## src/rtl/iwt_pkg.sv

```systemverilog
package iwt_pkg;

  // Window code to tap index; codes beyond the last window fall back to 0.
  function automatic int unsigned sel_to_idx(input logic [2:0] code,
                                             input int unsigned num_win);
    if (int'(code) < int'(num_win)) return int'(code);
    return 0;
  endfunction

  // Number of counter bits below the tap for window index idx.
  function automatic int unsigned tap_low_bits(input int unsigned idx,
                                               input int unsigned cnt_w,
                                               input int unsigned num_win);
    return cnt_w - num_win + 1 + idx;
  endfunction

endpackage

```

## src/rtl/iwt_counter.sv

```systemverilog
module iwt_counter
  import iwt_pkg::*;
#(
  parameter int unsigned CNT_W   = 16,
  parameter int unsigned NUM_WIN = 5
) (
  input  logic               clk,
  input  logic               rst_n,
  input  logic               cyc_en,
  output logic [CNT_W-1:0]   cnt,
  output logic [NUM_WIN-1:0] tap_toggle
);

  logic [CNT_W-1:0] cnt_q;

  always_ff @(posedge clk or negedge rst_n) begin
    if (!rst_n)      cnt_q <= '0;
    else if (cyc_en) cnt_q <= cnt_q + 1'b1;
  end

  // A tap flips on the enabled edge where every bit below it is one.
  // The widest window watches all bits, i.e. the carry out of the top bit.
  for (genvar k = 0; k < NUM_WIN; k++) begin : g_tap
    localparam int unsigned LB = tap_low_bits(k, CNT_W, NUM_WIN);
    assign tap_toggle[k] = cyc_en & (&cnt_q[LB-1:0]);
  end

  assign cnt = cnt_q;


  cnt_hold_chk: assert property (@(posedge clk) disable iff (!rst_n)
    !cyc_en |=> $stable(cnt_q));


  cnt_step_chk: assert property (@(posedge clk) disable iff (!rst_n)
    cyc_en |=> cnt_q == $past(cnt_q) + 1'b1);

endmodule

```

## src/rtl/iwt_window_sel.sv

```systemverilog
module iwt_window_sel
  import iwt_pkg::*;
#(
  parameter int unsigned NUM_WIN = 5,
  parameter int unsigned SEL_W   = 3
) (
  input  logic               clk,
  input  logic               rst_n,
  input  logic               cfg_we,
  input  logic [SEL_W-1:0]   cfg_sel,
  input  logic               cfg_ien,
  input  logic [NUM_WIN-1:0] tap_toggle,
  output logic               ien,
  output logic               hit
);

  logic [SEL_W-1:0] sel_q;
  logic             ien_q;

  always_ff @(posedge clk or negedge rst_n) begin
    if (!rst_n) begin
      sel_q <= '0;
      ien_q <= 1'b0;
    end else if (cfg_we) begin
      sel_q <= cfg_sel;
      ien_q <= cfg_ien;
    end
  end

  // The toggle vector is decoded per bit, so changing the code cannot make a false edge.
  always_comb begin
    hit = 1'b0;
    for (int k = 0; k < int'(NUM_WIN); k++)
      if (k == int'(sel_to_idx(3'(sel_q), NUM_WIN))) hit = tap_toggle[k];
  end

  assign ien = ien_q;


  sel_fallback_chk: assert property (@(posedge clk) disable iff (!rst_n)
    (int'(sel_q) >= int'(NUM_WIN)) |-> (hit == tap_toggle[0]));

endmodule

```

## src/rtl/iwt_pending.sv

```systemverilog
module iwt_pending (
  input  logic clk,
  input  logic rst_n,
  input  logic set_ev,
  input  logic clr,
  input  logic ien,
  output logic pend,
  output logic irq
);

  logic pend_q;

  always_ff @(posedge clk or negedge rst_n) begin
    if (!rst_n)      pend_q <= 1'b0;
    else if (set_ev) pend_q <= 1'b1;
    else if (clr)    pend_q <= 1'b0;
  end

  assign pend = pend_q;
  assign irq  = pend_q & ien;


  pend_set_chk: assert property (@(posedge clk) disable iff (!rst_n)
    set_ev |=> pend_q);


  pend_hold_chk: assert property (@(posedge clk) disable iff (!rst_n)
    (pend_q && !clr) |=> pend_q);


  pend_clear_chk: assert property (@(posedge clk) disable iff (!rst_n)
    (clr && !set_ev) |=> !pend_q);

endmodule

```

## src/rtl/idle_window_timer.sv

```systemverilog
module idle_window_timer
  import iwt_pkg::*;
#(
  parameter int unsigned CNT_W   = 16,
  parameter int unsigned NUM_WIN = 5,
  parameter int unsigned SEL_W   = 3
) (
  input  logic             clk,
  input  logic             rst_n,
  input  logic             cyc_en,
  input  logic             cfg_we,
  input  logic [SEL_W-1:0] cfg_sel,
  input  logic             cfg_ien,
  input  logic             pend_clr,
  output logic             pend,
  output logic             irq,
  output logic             expiry
);

  localparam int unsigned LOW_W = tap_low_bits(0, CNT_W, NUM_WIN);

  logic [CNT_W-1:0]   cnt;
  logic [NUM_WIN-1:0] tap_toggle;
  logic               win_hit;
  logic               ien;
  logic               expiry_q;

  iwt_counter #(.CNT_W(CNT_W), .NUM_WIN(NUM_WIN)) u_cnt (
    .clk(clk), .rst_n(rst_n), .cyc_en(cyc_en),
    .cnt(cnt), .tap_toggle(tap_toggle)
  );

  iwt_window_sel #(.NUM_WIN(NUM_WIN), .SEL_W(SEL_W)) u_sel (
    .clk(clk), .rst_n(rst_n), .cfg_we(cfg_we), .cfg_sel(cfg_sel),
    .cfg_ien(cfg_ien), .tap_toggle(tap_toggle), .ien(ien), .hit(win_hit)
  );

  iwt_pending u_pend (
    .clk(clk), .rst_n(rst_n), .set_ev(win_hit), .clr(pend_clr),
    .ien(ien), .pend(pend), .irq(irq)
  );

  always_ff @(posedge clk or negedge rst_n) begin
    if (!rst_n) expiry_q <= 1'b0;
    else        expiry_q <= win_hit;
  end

  assign expiry = expiry_q;


  expiry_align_chk: assert property (@(posedge clk) disable iff (!rst_n)
    expiry |-> (cnt[LOW_W-1:0] == '0));


  expiry_single_chk: assert property (@(posedge clk) disable iff (!rst_n)
    expiry |=> !expiry);


  expiry_pend_chk: assert property (@(posedge clk) disable iff (!rst_n)
    expiry |-> pend);


  irq_needs_pend_chk: assert property (@(posedge clk) disable iff (!rst_n)
    irq |-> pend);

endmodule

```

## config.mk

```make
export PLATFORM = sky130hd
export DESIGN_NAME = idle_window_timer
export DESIGN_NICKNAME = d
export VERILOG_FILES = /design/src/rtl/iwt_pkg.sv /design/src/rtl/iwt_counter.sv /design/src/rtl/iwt_window_sel.sv /design/src/rtl/iwt_pending.sv /design/src/rtl/idle_window_timer.sv
export SDC_FILE = /design/constraint.sdc
export NUM_CORES = 1
export LEC_CHECK = 0
export BUFFER_PORTS_ARGS = -buffer_cell sky130_fd_sc_hd__buf_2
export CORE_MARGIN = 2
export CORE_UTILIZATION = 59
export CTS_CLUSTER_DIAMETER = 150
export CTS_CLUSTER_SIZE = 24
export DETAILED_ROUTE_END_ITERATION = 8
export GPL_ROUTABILITY_DRIVEN = 0
export PLACE_DENSITY = 0.81
export SLEW_MARGIN = 0
export SYNTH_ARGS = -nofsm -noshare
export SYNTH_HDL_FRONTEND = slang
export SYNTH_SLANG_ARGS = --single-unit
```

## constraint.sdc

```tcl
create_clock -name clk -period 3.4 [get_ports clk]
set_input_delay 0.17 -clock clk [delete_from_list [all_inputs] [get_ports clk]]
set_output_delay 0.17 -clock clk [all_outputs]
set_load 0.05 [all_outputs]
```

# After elaboration in Yosys (flattened, before gate mapping)
# Index checks and enable logic that the tools add are counted.
# op_classes
n_eq_ne,4
addsub,1
mux,10
order_cmp,1
bitwise_logic,6
reduce_logical,7
# op_table
op,n
"3-bit by 32-bit equality test with 1-bit output, first input constant",2
"2-bit by 32-bit equality test with 1-bit output, first input constant",1
"4-bit by 32-bit equality test with 1-bit output, first input constant",1
32-bit zero test,1
32-bit two-way mux,1
"16-bit by 1-bit adder with 16-bit output, second input constant",1
16-bit AND reduction,1
15-bit AND reduction,1
14-bit AND reduction,1
13-bit AND reduction,1
12-bit AND reduction,1
1-bit two-way mux,8
1-bit AND,6
"3-bit less-than comparator, second input constant",1
3-bit two-way mux,1
2-bit nonzero test,1
# totals
output_inout_bits,3
elab_cells,34
inputBits,9
ff_bits,22

# Longest topological paths before layout
# Gate-level depths: netlist of the first run.
# depth
word_depth,10
ltp_mapped,4
ltp_nobuf,4

# Cells and area by module
# A second synthesis of the first run with hierarchy kept.
# unflattened
cells_unflattened,85
hier_area_um2,1018.5
# by_module_without_submodules
mod,area_each_um2,instances,seq_area_each_um2,cells_each
iwt_counter,748.2,1,400.4,62
iwt_window_sel,202.7,1,100.1,18
iwt_pending,42.5,1,25.0,4
idle_window_timer,25.0,1,25.0,1

# Worst setup path after synthesis of the first run
# OpenSTA, ideal clock, no wires.
# synth_path
kind,flip-flop to flip-flop
startpoint,"register u_cnt.cnt_q[0], in the netlist u_cnt.cnt[0]"
endpoint,"register u_pend.pend_q, in the netlist u_pend.pend"
period_less_slack_ns,1.497
path_stages_with_launch,5
required_time_ns,3.304
path_buffers,0
setup_time_ns,0.096
arrival_time_ns,1.401
slack_ns,1.903
cell_sequence,dfrtp_1 ha_1 nand3_2 or4_4 o32ai_2
# synth_between
elab_chain_cells,8
word_cells_on_any_way,17
cone_classes,mux (6); bitwise (5); reduce/logical (6)
# synth_rtl
item,line_no,source
from (decl),iwt_counter.sv:14,logic [CNT_W-1:0] cnt_q;
from (signal assigned),iwt_counter.sv:18,else if (cyc_en) cnt_q <= cnt_q + 1'b1;
12-bit AND reduction,iwt_counter.sv:25,assign tap_toggle[k] = cyc_en & (&cnt_q[LB-1:0]);
1-bit AND,iwt_counter.sv:25,
1-bit two-way mux (4 in series),iwt_window_sel.sv:34,"if (k == int'(sel_to_idx(3'(sel_q), NUM_WIN))) hit = tap_toggle[k];"
1-bit two-way mux (*),iwt_window_sel.sv:34,
1-bit two-way mux or 2-bit nonzero test (tied branches),--,
to (signal assigned),iwt_pending.sv:14,if (!rst_n) pend_q <= 1'b0;
to (signal assigned),iwt_pending.sv:15,else if (set_ev) pend_q <= 1'b1;
to (signal assigned),iwt_pending.sv:16,else if (clr) pend_q <= 1'b0;
to (decl),iwt_pending.sv:11,logic pend_q;
# Mark *: on every way between the ends. The rest lies on a longest branch, timed or not.
# A chain may end at the register's enable or synchronous reset.

# Worst setup path in the final report of the first run
# Same ends and word-level chain as after synthesis.

==> metrics.txt, run 1 <==
run status=completed; WP data arrival=1.81 ns; fraction of registers with async set or reset after synthesis=1.000; flops & latches, synth=22; CORE AREA=1541 sq um; adder-cell area share of the yosys netlist=0.01255; synth warn=0; largest cells by area after synthesis=dfrtp_1 (55%), xor2_1 (7.9%), mux2_2 (5.6%), xnor2_1 (5.3%), nand4_1 (4.4%); vias per cell=5.708; main combinational cell family by area after synthesis=simple AND/OR/NAND/NOR gates; DR iter-0 viols=4; DRT Pass-1 Iters=4; area leader, netlist=dfrtp_1; clock slew at reported path FFs=0.11 ns; part of the power in registers=0.630; post-layout util=0.7135; ys flop type=dfrtp_1; sequential area share after synthesis=0.5521; fin area=1100 sq um; Die X=45.11 microns; Clk pwr share=0.196; top-count cell post-synth=dfrtp_1; Ant. Diodes=0; Slew Limit Fails=0; Post-CTS Setup Inserts=0; area post-placement=1067 sq um; Root Buffer=clkbuf_4; maximum vdd ir drop=0.0003528 V; fill count=119; CTS tree=built; DIE HEIGHT=45.11 microns; Compound-Gate Fraction of Synth Area=0.02509; startpoint types=register; Final Net Count=109; CTS Buffer Depth=2; Synth top area share=0.5521; Simple-Gate Fraction of Synth Area=0.2095; Slew Limit Headroom=0.5218; Clock Skew=0.005149 ns; hold_ws=0.04071 ns; GRT overflow=0; routed len/inst=13.58 microns; fin crit period=1.595 ns; die area=just over 2000 sq um; mux contribution to synthesized area=0.05646; htree depth=1; HP Class=in -> reg; syn_area_per_cell=12.01 sq um; Post-synth EDFFs=0; mapped cell area=997.2 sq um; nature of the critical path endpoint=register; RSZ-0062 raised after global routing=false; Rows=14; required time worst endpoint=3.61 ns; Max Clk Rate=627.0 MHz; Num Clock Sinks=22; hold_buf cts=1; count of final hold-check violations=0; Final HPWL DP=around 1.1 mm; sw frac=0.2887; first-pass GRT wire length=2.649 mm; worst skew pair latency=between 0.2 and 0.3 ns; Internal Power=roughly 0.40 mW; Post-Route WL=1.534 mm; Tcrit/Tclk final=0.4691; largest net degree at the start of global routing=23; port bufs=11; MaxCap Viol Count=0; power per cell area=513.3 nW/um^2; Leak=0.5327 nW; worst-margin pin slew=~0.7 ns; Area growth syn-to-layout=10.29%; top post-synthesis cells by count=dfrtp_1 (22), xor2_1 (9), nand4_1 (7); vias in the first global route=625; I/O Pins=12; Mapped Cells=83; Initial Util=0.6469; post_cts resized=0; final setup vio count=0; gr usage total=0.1799; Logic pwr share=0.174; share of cells above drive strength 1=0.2474; post-synthesis cell type count=22; TNS Setup=0 ns; Switch Pwr=0.1630 mW; via count=645; critical path class=reg -> reg; initial antenna violation count=0; remaining antenna violation count after routing=0; Mapped Nets=93; total CTS buffers=3; DRC=0; Crit Path Max Fanout=4; XOR/XNOR Fraction of Synth Area=0.1317
cell type report:
type | count | area, sq um | share of cell area
inverters | 2 | 7.507 | 0.006826
multi-input cells | 58 | 434.2 | 0.3948
flip-flops and latches | 22 | 550.5 | 0.5006
well taps | 16 | 20.02 | 0.01820
repair buffers | 12 | 65.06 | 0.05916
clock buffers | 3 | 22.52 | 0.02048
flip-flops by register name, indices dropped and copies added (netlist names):
name	count
u_sel.ien	1
u_pend.pend	1
u_sel.sel_q	3
u_cnt.cnt	16
expiry	1
kinds of logic after synthesis:
kind of cell / count (synthesis)
simple gates: 35
flops: 22
xor+xnor: 15
mux: 5
buf+inv: 3
compound gates: 2
fa+ha+maj: 1
stage by stage:
step	cells	power, mW	worst slack (ns)
after global routing	113	0.5989	1.719
after global placement	109	0.4515	1.866
after CTS	113	0.5716	1.796
after detailed placement	109	0.4596	1.824
after floorplan	83	0.4280	1.903
final	113	0.5646	1.805
placed cells by master (no fill, tap or decap):
master and instances:
dfrtp_1 22, buf_2 11, xor2_1 9, nand4_1 7, nand2_1 6, xnor2_1 6, mux2_2 5, nor2_1 4
nor3_1 4, nor4_1 3, clkbuf_4 3, inv_1 2, nand4_2 2, and3_1 2, and2_1 2, nand3_2 1
or4_4 1, nand2b_1 1, nor2b_1 1, a2111oi_0 1, nand3_1 1, o32ai_2 1, ha_1 1, dlygate4sd3_1 1
power by group through the flow:
stage / Combinational, mW / Sequential (mW) / Clock (mW)
2_1_floorplan: 0.0754 / 0.353 / 0
3_3_place_gp: 0.0933 / 0.358 / 0
3_5_place_dp: 0.0984 / 0.361 / 0
4_1_cts: 0.100 / 0.356 / 0.115
5_1_grt: 0.111 / 0.365 / 0.123
6_report: 0.0984 / 0.356 / 0.110
critical path, cell delays in order, from the launching register on:
cell     delay, ns
dfrtp_1       0.40
ha_1          0.24
nand3_2       0.10
or4_4         0.52
o32ai_2       0.26
worst paths after layout:
kind	start	endpoint	slack [ns]	cells after the start
setup / recovery	u_cnt.cnt[0]	u_pend.pend	1.81	4
hold / removal	pend_clr	u_pend.pend	0.04	2
setup reg to reg	u_cnt.cnt[0]	u_pend.pend	1.81	4
hold reg to reg	u_cnt.cnt[15]	u_cnt.cnt[15]	0.49	1
max in group asynchronous	rst_n	u_cnt.cnt[0]	2.73	2
min in group asynchronous	rst_n	u_cnt.cnt[12]	0.34	2
layer usage:
layer | wire length, microns | track usage | up-vias
met5 | 0 | 0 | -
met4 | 9 | 0.07059 | 0
met2 | 683 | 0.2771 | 7
met3 | 34 | 0.03600 | 2
li1 | - | - | 322
met1 | 807 | 0.2507 | 314
No activity file was read; power rests on OpenSTA's default activity.
==> run 2, diff against run 1 <==
ABC_AREA = 1   (was not set)
CORE_UTILIZATION = 50   (was 59)
PLACE_DENSITY = 0.72   (was 0.81)
clock period = 1.4 ns   (was 3.4 ns; I/O delays follow)
==> run 2 against run 1 <==
Effect of this change: cell count up 43%; combinational power rose to 3.5 times the previous value; count of clock-buffer cells in the layout unchanged; power grew to 2.6 times the previous value; sequential power grew 140%; clock power rose to 2.5 times the previous value; via count increased by 21%; global-route usage is 0.53 points higher; non-clock buffer count rose by 8; critical endpoint is now u_cnt.cnt[14]; highest routed layer unchanged.
==> metrics.txt, run 2 <==
adder-cell area share of the yosys netlist=0.01145; worst-margin pin slew=0.4819 ns; Crit Path Max Fanout=4; remaining antenna violation count after routing=0; CTS tree=built; nature of the critical path endpoint=register; syn_area_per_cell=~9.7 sq um; Final Net Count=147; DRT Pass-1 Iters=4; sequential area share after synthesis=0.5040; fraction of registers with async set or reset after synthesis=1.000; Leak=0.7078 nW; Area growth syn-to-layout=17.30%; FF-to-FF path depth=6; Mapped Nets=123; Tcrit/Tclk final=0.9017; mapped cell area=1092 sq um; vias in the first global route=between 800 and 900; total CTS buffers=3; top-count cell post-synth=nand2_1; Final HPWL DP=1.436 mm; largest net degree at the start of global routing=23; RSZ-0062 raised after global routing=false; run status=completed; GRT overflow=0; routed len/inst=12.00 microns; slowest cell on the critical path=dfrtp_1; CORE AREA=between 2000 and 2500 sq um; DIE HEIGHT=50.74 microns; Mapped Cells=113; TNS Setup=0 ns; Simple-Gate Fraction of Synth Area=0.2898; maximum vdd ir drop=around 0.00084 V; I/O Pins=12; Clock Skew=0.008199 ns; Num Clock Sinks=22; HP Class=in -> reg; vias per cell=4.821; share of cells above drive strength 1=0.2444; crit-path cells=ha_2, nand3_2, nor2_4, nand4_1, nor2_1, nor2_1; post-synthesis cell type count=23; required time worst endpoint=1.59 ns; Root Buffer=clkbuf_4; top post-synthesis cells by count=nand2_1 (24), dfrtp_1 (22), inv_1 (16); hold path depth=2; Post-Route WL=1.944 mm; count of final hold-check violations=0; fin area=1281 sq um; Hold EP=u_sel.sel_q[0]; commonest non-fill, non-tap cell in the layout=nand2_1; WP data arrival=1.45 ns; first-pass GRT wire length=3.588 mm; main combinational cell family by area after synthesis=simple AND/OR/NAND/NOR gates; Slew Limit Headroom=0.6787; startpoint types=register; htree depth=1; initial antenna violation count=0; MaxCap Viol Count=0; final setup vio count=0; Compound-Gate Fraction of Synth Area=0.03207; hold_sp=cfg_we; flops & latches, synth=22; largest cells by area after synthesis=dfrtp_1 (50%), nand2_1 (8.2%), inv_1 (5.5%), xor2_1 (4.8%), nor2_4 (4.1%); CTS Buffer Depth=2; Synth top area share=0.5040; DR iter-0 viols=12; Ant. Diodes=0; Rows=16; XOR/XNOR Fraction of Synth Area=0.08018; most frequent cells in the layout=nand2_1 (24), dfrtp_1 (22), inv_1 (16), buf_2 (11); FF-to-FF Start=u_cnt.cnt[1]; Max Clk Rate=792.2 MHz; critical path class=reg -> reg; DRC=0; r2r setup slk=0.14 ns; Die X=50.74 microns; via count=781; RR Endpoint=u_cnt.cnt[14]; Slew Limit Fails=0; fill count=170; clock slew at reported path FFs=~0.12 ns; Initial Util=0.5456; gr usage total=0.1852; Post-synth EDFFs=0; synth warn=0; max reg flops=16; area post-placement=1189 sq um; power per cell area=1141 nW/um^2; worst skew pair latency=0.30 ns; fin crit period=1.262 ns; ys flop type=dfrtp_1; area leader, netlist=dfrtp_1; mux contribution to synthesized area=0.02062; Slowest Stage Delay on Critical Path=0.39 ns; die area=2575 sq um; most frequent cell on the critical path=nor2_1; port bufs=11
run 2: cell types whose count changed in the layout (fill, tap and decap cells not counted), sizes merged, moves of 3 or more:
cell	delta
xor2	-3
o21ai	+5
nand4	-3
nand2	+22
mux2	-3
buf	+3
inv	+14
nand3	+5
nor3	-3
nor4	-3
dlygate4sd3	+5
nor2	+6
run 2: worst max-delay path by stage:
stage / slack [ns] / from / to
global route: 0.01 / u_cnt.cnt[1] / u_cnt.cnt[14]
finish: 0.14 / u_cnt.cnt[1] / u_cnt.cnt[14]
detailed placement: 0.14 / u_cnt.cnt[0] / u_cnt.cnt[12]
floorplan: 0.23 / u_cnt.cnt[0] / u_cnt.cnt[2]
global placement: 0.19 / u_cnt.cnt[0] / u_cnt.cnt[10]
CTS: 0.12 / u_cnt.cnt[0] / u_cnt.cnt[12]
run 2: layout make-up:
type	instances	area, sq um	share of cell area
Clock buffer	3	22.52	0.01758
Sequential cell	22	550.5	0.4297
Tap cell	27	33.78	0.02637
Timing Repair Buffer	20	137.6	0.1074
Multi-Input combinational cell	74	476.7	0.3721
Inverter	16	60.06	0.04687
run 2: worst max-delay path, delay by kind of cell (launching register included):
kind,cells,cell delay [ns]
DFF,1,0.39
and+or+nand+nor,5,0.58
adders and majority gates,1,0.19
run 2: kinds of logic (layout without fill, tap and decap cells):
logic type / Yosys count / count (layout)
AO/OA/AOI/OAI: 7 / 7
flip-flops: 22 / 22
buffers and inverters: 17 / 39
adder cells (fa/ha/maj): 1 / 1
AND/OR/NAND/NOR: 54 / 54
multiplexers: 2 / 2
XOR/XNOR: 10 / 10
run 2: power breakdown:
part	switching, mW	total [mW]	internal [mW]
clock	0.175	0.275	0.100
combinational	0.177	0.342	0.165
sequential	0.0980	0.845	0.747
run 2: routing by layer:
layer	wire (microns)	part of all wire	up-vias	global-route usage
li1	-	-	399	-
met1	874	0.45	376	0.2265
met2	1023	0.53	4	0.3289
met3	32	0.016	2	0.02679
met4	13	0.0067	0	0.06757
met5	0	0	-	0
run 2: timing repair:
| item | 4_1_cts | 5_1_grt |
|---|---|---|
| endpoints found under the setup margin | 0 | 1 |
| hold buffers | 6 | 0 |
| resized for setup | 0 | 1 |
| setup buffers | 0 | 1 |
| hold endpoints to repair | 27 | 0 |
run 2: stage by stage:
stage	setup WS (ns)	hold WS, ns	total power, mW	std cells	utilization
final	0.1376	0.02653	1.462	162	0.6400
after global routing	0.01361	0.04428	1.556	162	0.6400
after CTS	0.1162	0.02682	1.448	161	0.6350
after detailed placement	0.1411	0.05626	1.164	152	0.5938
after global placement	0.1878	0.05533	1.150	152	0.5938
after floorplan	0.2303	-0.2256	1.079	113	-
==> run 3, diff against run 2 <==
--- a/config.mk
+++ b/config.mk
@@ -9,10 +9,10 @@
 export BUFFER_PORTS_ARGS = -buffer_cell sky130_fd_sc_hd__buf_2
 export CORE_MARGIN = 2
-export CORE_UTILIZATION = 50
+export CORE_UTILIZATION = 60
 export CTS_CLUSTER_DIAMETER = 150
 export CTS_CLUSTER_SIZE = 24
 export DETAILED_ROUTE_END_ITERATION = 8
 export GPL_ROUTABILITY_DRIVEN = 0
-export PLACE_DENSITY = 0.72
+export PLACE_DENSITY = 0.81
 export SLEW_MARGIN = 0
 export SYNTH_ARGS = -nofsm -noshare
==> constraint.sdc (replaced) <==
create_clock -name clk -period 1.5 [get_ports clk]
set_input_delay 0.15 -clock clk [delete_from_list [all_inputs] [get_ports clk]]
set_output_delay 0.15 -clock clk [all_outputs]
set_load 0.05 [all_outputs]
==> run 3 against run 2 <==
Effect of this change: highest routed layer unchanged; count of clock-buffer cells in the layout grew 1; sequential power shrank 5.9%; sequential cell count is the same; register-to-register slack gained 0.10 ns; cell count shrank 5.6%; largest cell class unchanged; non-clock buffer count shrank 8.
==> metrics.txt, run 3 (synthesis results as in run 2) <==
vias per cell=4.876; Initial Util=0.6326; DRC=0; Met3 Wirelength=30 microns; Num Clock Sinks=22; CTS Buffer Depth=2; required time worst endpoint=1.73 ns; CORE AREA=around 1700 sq um; Rows=15; count of final hold-check violations=0; worst-margin pin slew=0.4797 ns; critical path class=reg -> reg; most frequent cell on the critical path=nor2_4; fill count=150; Area growth syn-to-layout=11.45%; remaining antenna violation count after routing=0; DR iter-0 viols=5; most frequent cells in the layout=nand2_1 (24), dfrtp_1 (22), inv_1 (16), buf_2 (11); Max Clk Rate=793.5 MHz; RSZ-0062 raised after global routing=false; DR top layer=met4; Pwr Total=1.384 mW; run status=completed; hold_buf cts=1; met2 WL post-DR=913 microns; Tcrit/Tclk final=0.8401; crit-path cells=ha_1, nand3_2, nor2_4, nand2_2, nor2_4, xor2_1; I/O Pins=12; die area=~2200 sq um; Slew Limit Headroom=0.6802; Clock Skew=0.002548 ns; Final HPWL DP=~1.3 mm; first-pass GRT wire length=2.904 mm; commonest non-fill, non-tap cell in the layout=nand2_1; Root Buffer=clkbuf_4; clock slew at reported path FFs=0.11 ns; vias in the first global route=733; final setup vio count=0; FF-to-FF path depth=6; startpoint types=register; initial antenna violation count=0; DIE HEIGHT=46.67 microns; MaxCap Viol Count=0; Leak=0.6800 nW; power per cell area=1137 nW/um^2; Die X=46.67 microns; maximum vdd ir drop=0.0009378 V; via count=746; DRT Pass-1 Iters=3; gr usage total=0.1898; max reg flops=16; Ant. Diodes=0; worst skew pair latency=0.30 ns; fin crit period=1.260 ns; Hold EP=u_sel.sel_q[2]; hold path depth=3; Slowest Stage Delay on Critical Path=roughly 0.41 ns; hold_sp=cfg_sel[2]; Post-Route WL=1.704 mm; CTS tree=built; GRT overflow=0; largest net degree at the start of global routing=23; WP data arrival=1.49 ns; htree depth=1; post_cts resized=0; total CTS buffers=3; routed len/inst=11.14 microns; nature of the critical path endpoint=register; Post-CTS Setup Inserts=0; Met1 Wirelength=between 700 and 800 microns; share of cells above drive strength 1=0.2344; HP Class=in -> reg; Crit Path Max Fanout=4; RR Endpoint=u_cnt.cnt[12]; r2r setup slk=0.24 ns; Final Net Count=139; FF-to-FF Start=u_cnt.cnt[0]; Slew Limit Fails=0; TNS Setup=0 ns; port bufs=11; slowest cell on the critical path=dfrtp_1
run 3: cell types whose count changed in the layout (fill, tap and decap cells not counted):
cell	before	now
buf_4	3	0
clkbuf_8	0	1
dlygate4sd3_1	6	1
ha_1	0	1
ha_2	1	0
run 3: cell type report:
| class | instances | area (sq um) | share of cell area |
|---|---|---|---|
| Timing Repair Buffer | 12 | 65.06 | 0.05344 |
| Sequential cell | 22 | 550.5 | 0.4522 |
| Tap cell | 25 | 31.28 | 0.02569 |
| Clock buffer | 4 | 36.28 | 0.02980 |
| Inverter | 16 | 60.06 | 0.04933 |
| Multi-Input combinational cell | 74 | 474.2 | 0.3895 |
run 3: routing by layer:
layer  GRT usage  vias up
met5           0        -
met4     0.08333        0
met3     0.02353        2
met2      0.3278        5
met1      0.2357      352
li1            -      387
run 3: worst max-delay path, delay by kind of cell, from the launching register on:
| kind | cells | cell delay [ns] |
|---|---|---|
| AND/OR/NAND/NOR | 4 | 0.45 |
| flip-flops | 1 | 0.41 |
| adder cells (fa/ha/maj) | 1 | 0.20 |
| XOR/XNOR | 1 | 0.15 |
run 3: where the power goes:
group / internal (mW) / total, mW / switching (mW)
Sequential: 0.698 / 0.795 / 0.0975
Combinational: 0.126 / 0.275 / 0.150
Clock: 0.148 / 0.314 / 0.166
run 3: worst max-delay path by stage:
| stage | startpoint | cells after the start | endpoint | slack [ns] |
|---|---|---|---|---|
| 2_1_floorplan | u_pend.pend | 2 | irq | 0.31 |
| 6_report | u_cnt.cnt[0] | 6 | u_cnt.cnt[12] | 0.24 |
| 3_3_place_gp | u_cnt.cnt[0] | 6 | u_cnt.cnt[10] | 0.29 |
| 4_1_cts | u_cnt.cnt[0] | 6 | u_cnt.cnt[12] | 0.23 |
| 3_5_place_dp | u_cnt.cnt[0] | 6 | u_cnt.cnt[10] | 0.26 |
| 5_1_grt | u_cnt.cnt[0] | 6 | u_cnt.cnt[12] | 0.14 |
run 3: through the flow:
step	util	hold slack, ns	cells	instance area, sq um	worst slack [ns]
4_1_cts	0.7051	0.04702	153	1217	0.2290
2_1_floorplan	-	-0.1456	113	1092	0.3110
5_1_grt	0.7051	0.05141	153	1217	0.1414
3_5_place_dp	0.6783	0.1333	148	1171	0.2644
3_3_place_gp	0.6783	0.1376	148	1171	0.2903
6_report	0.7051	0.05293	153	1217	0.2398
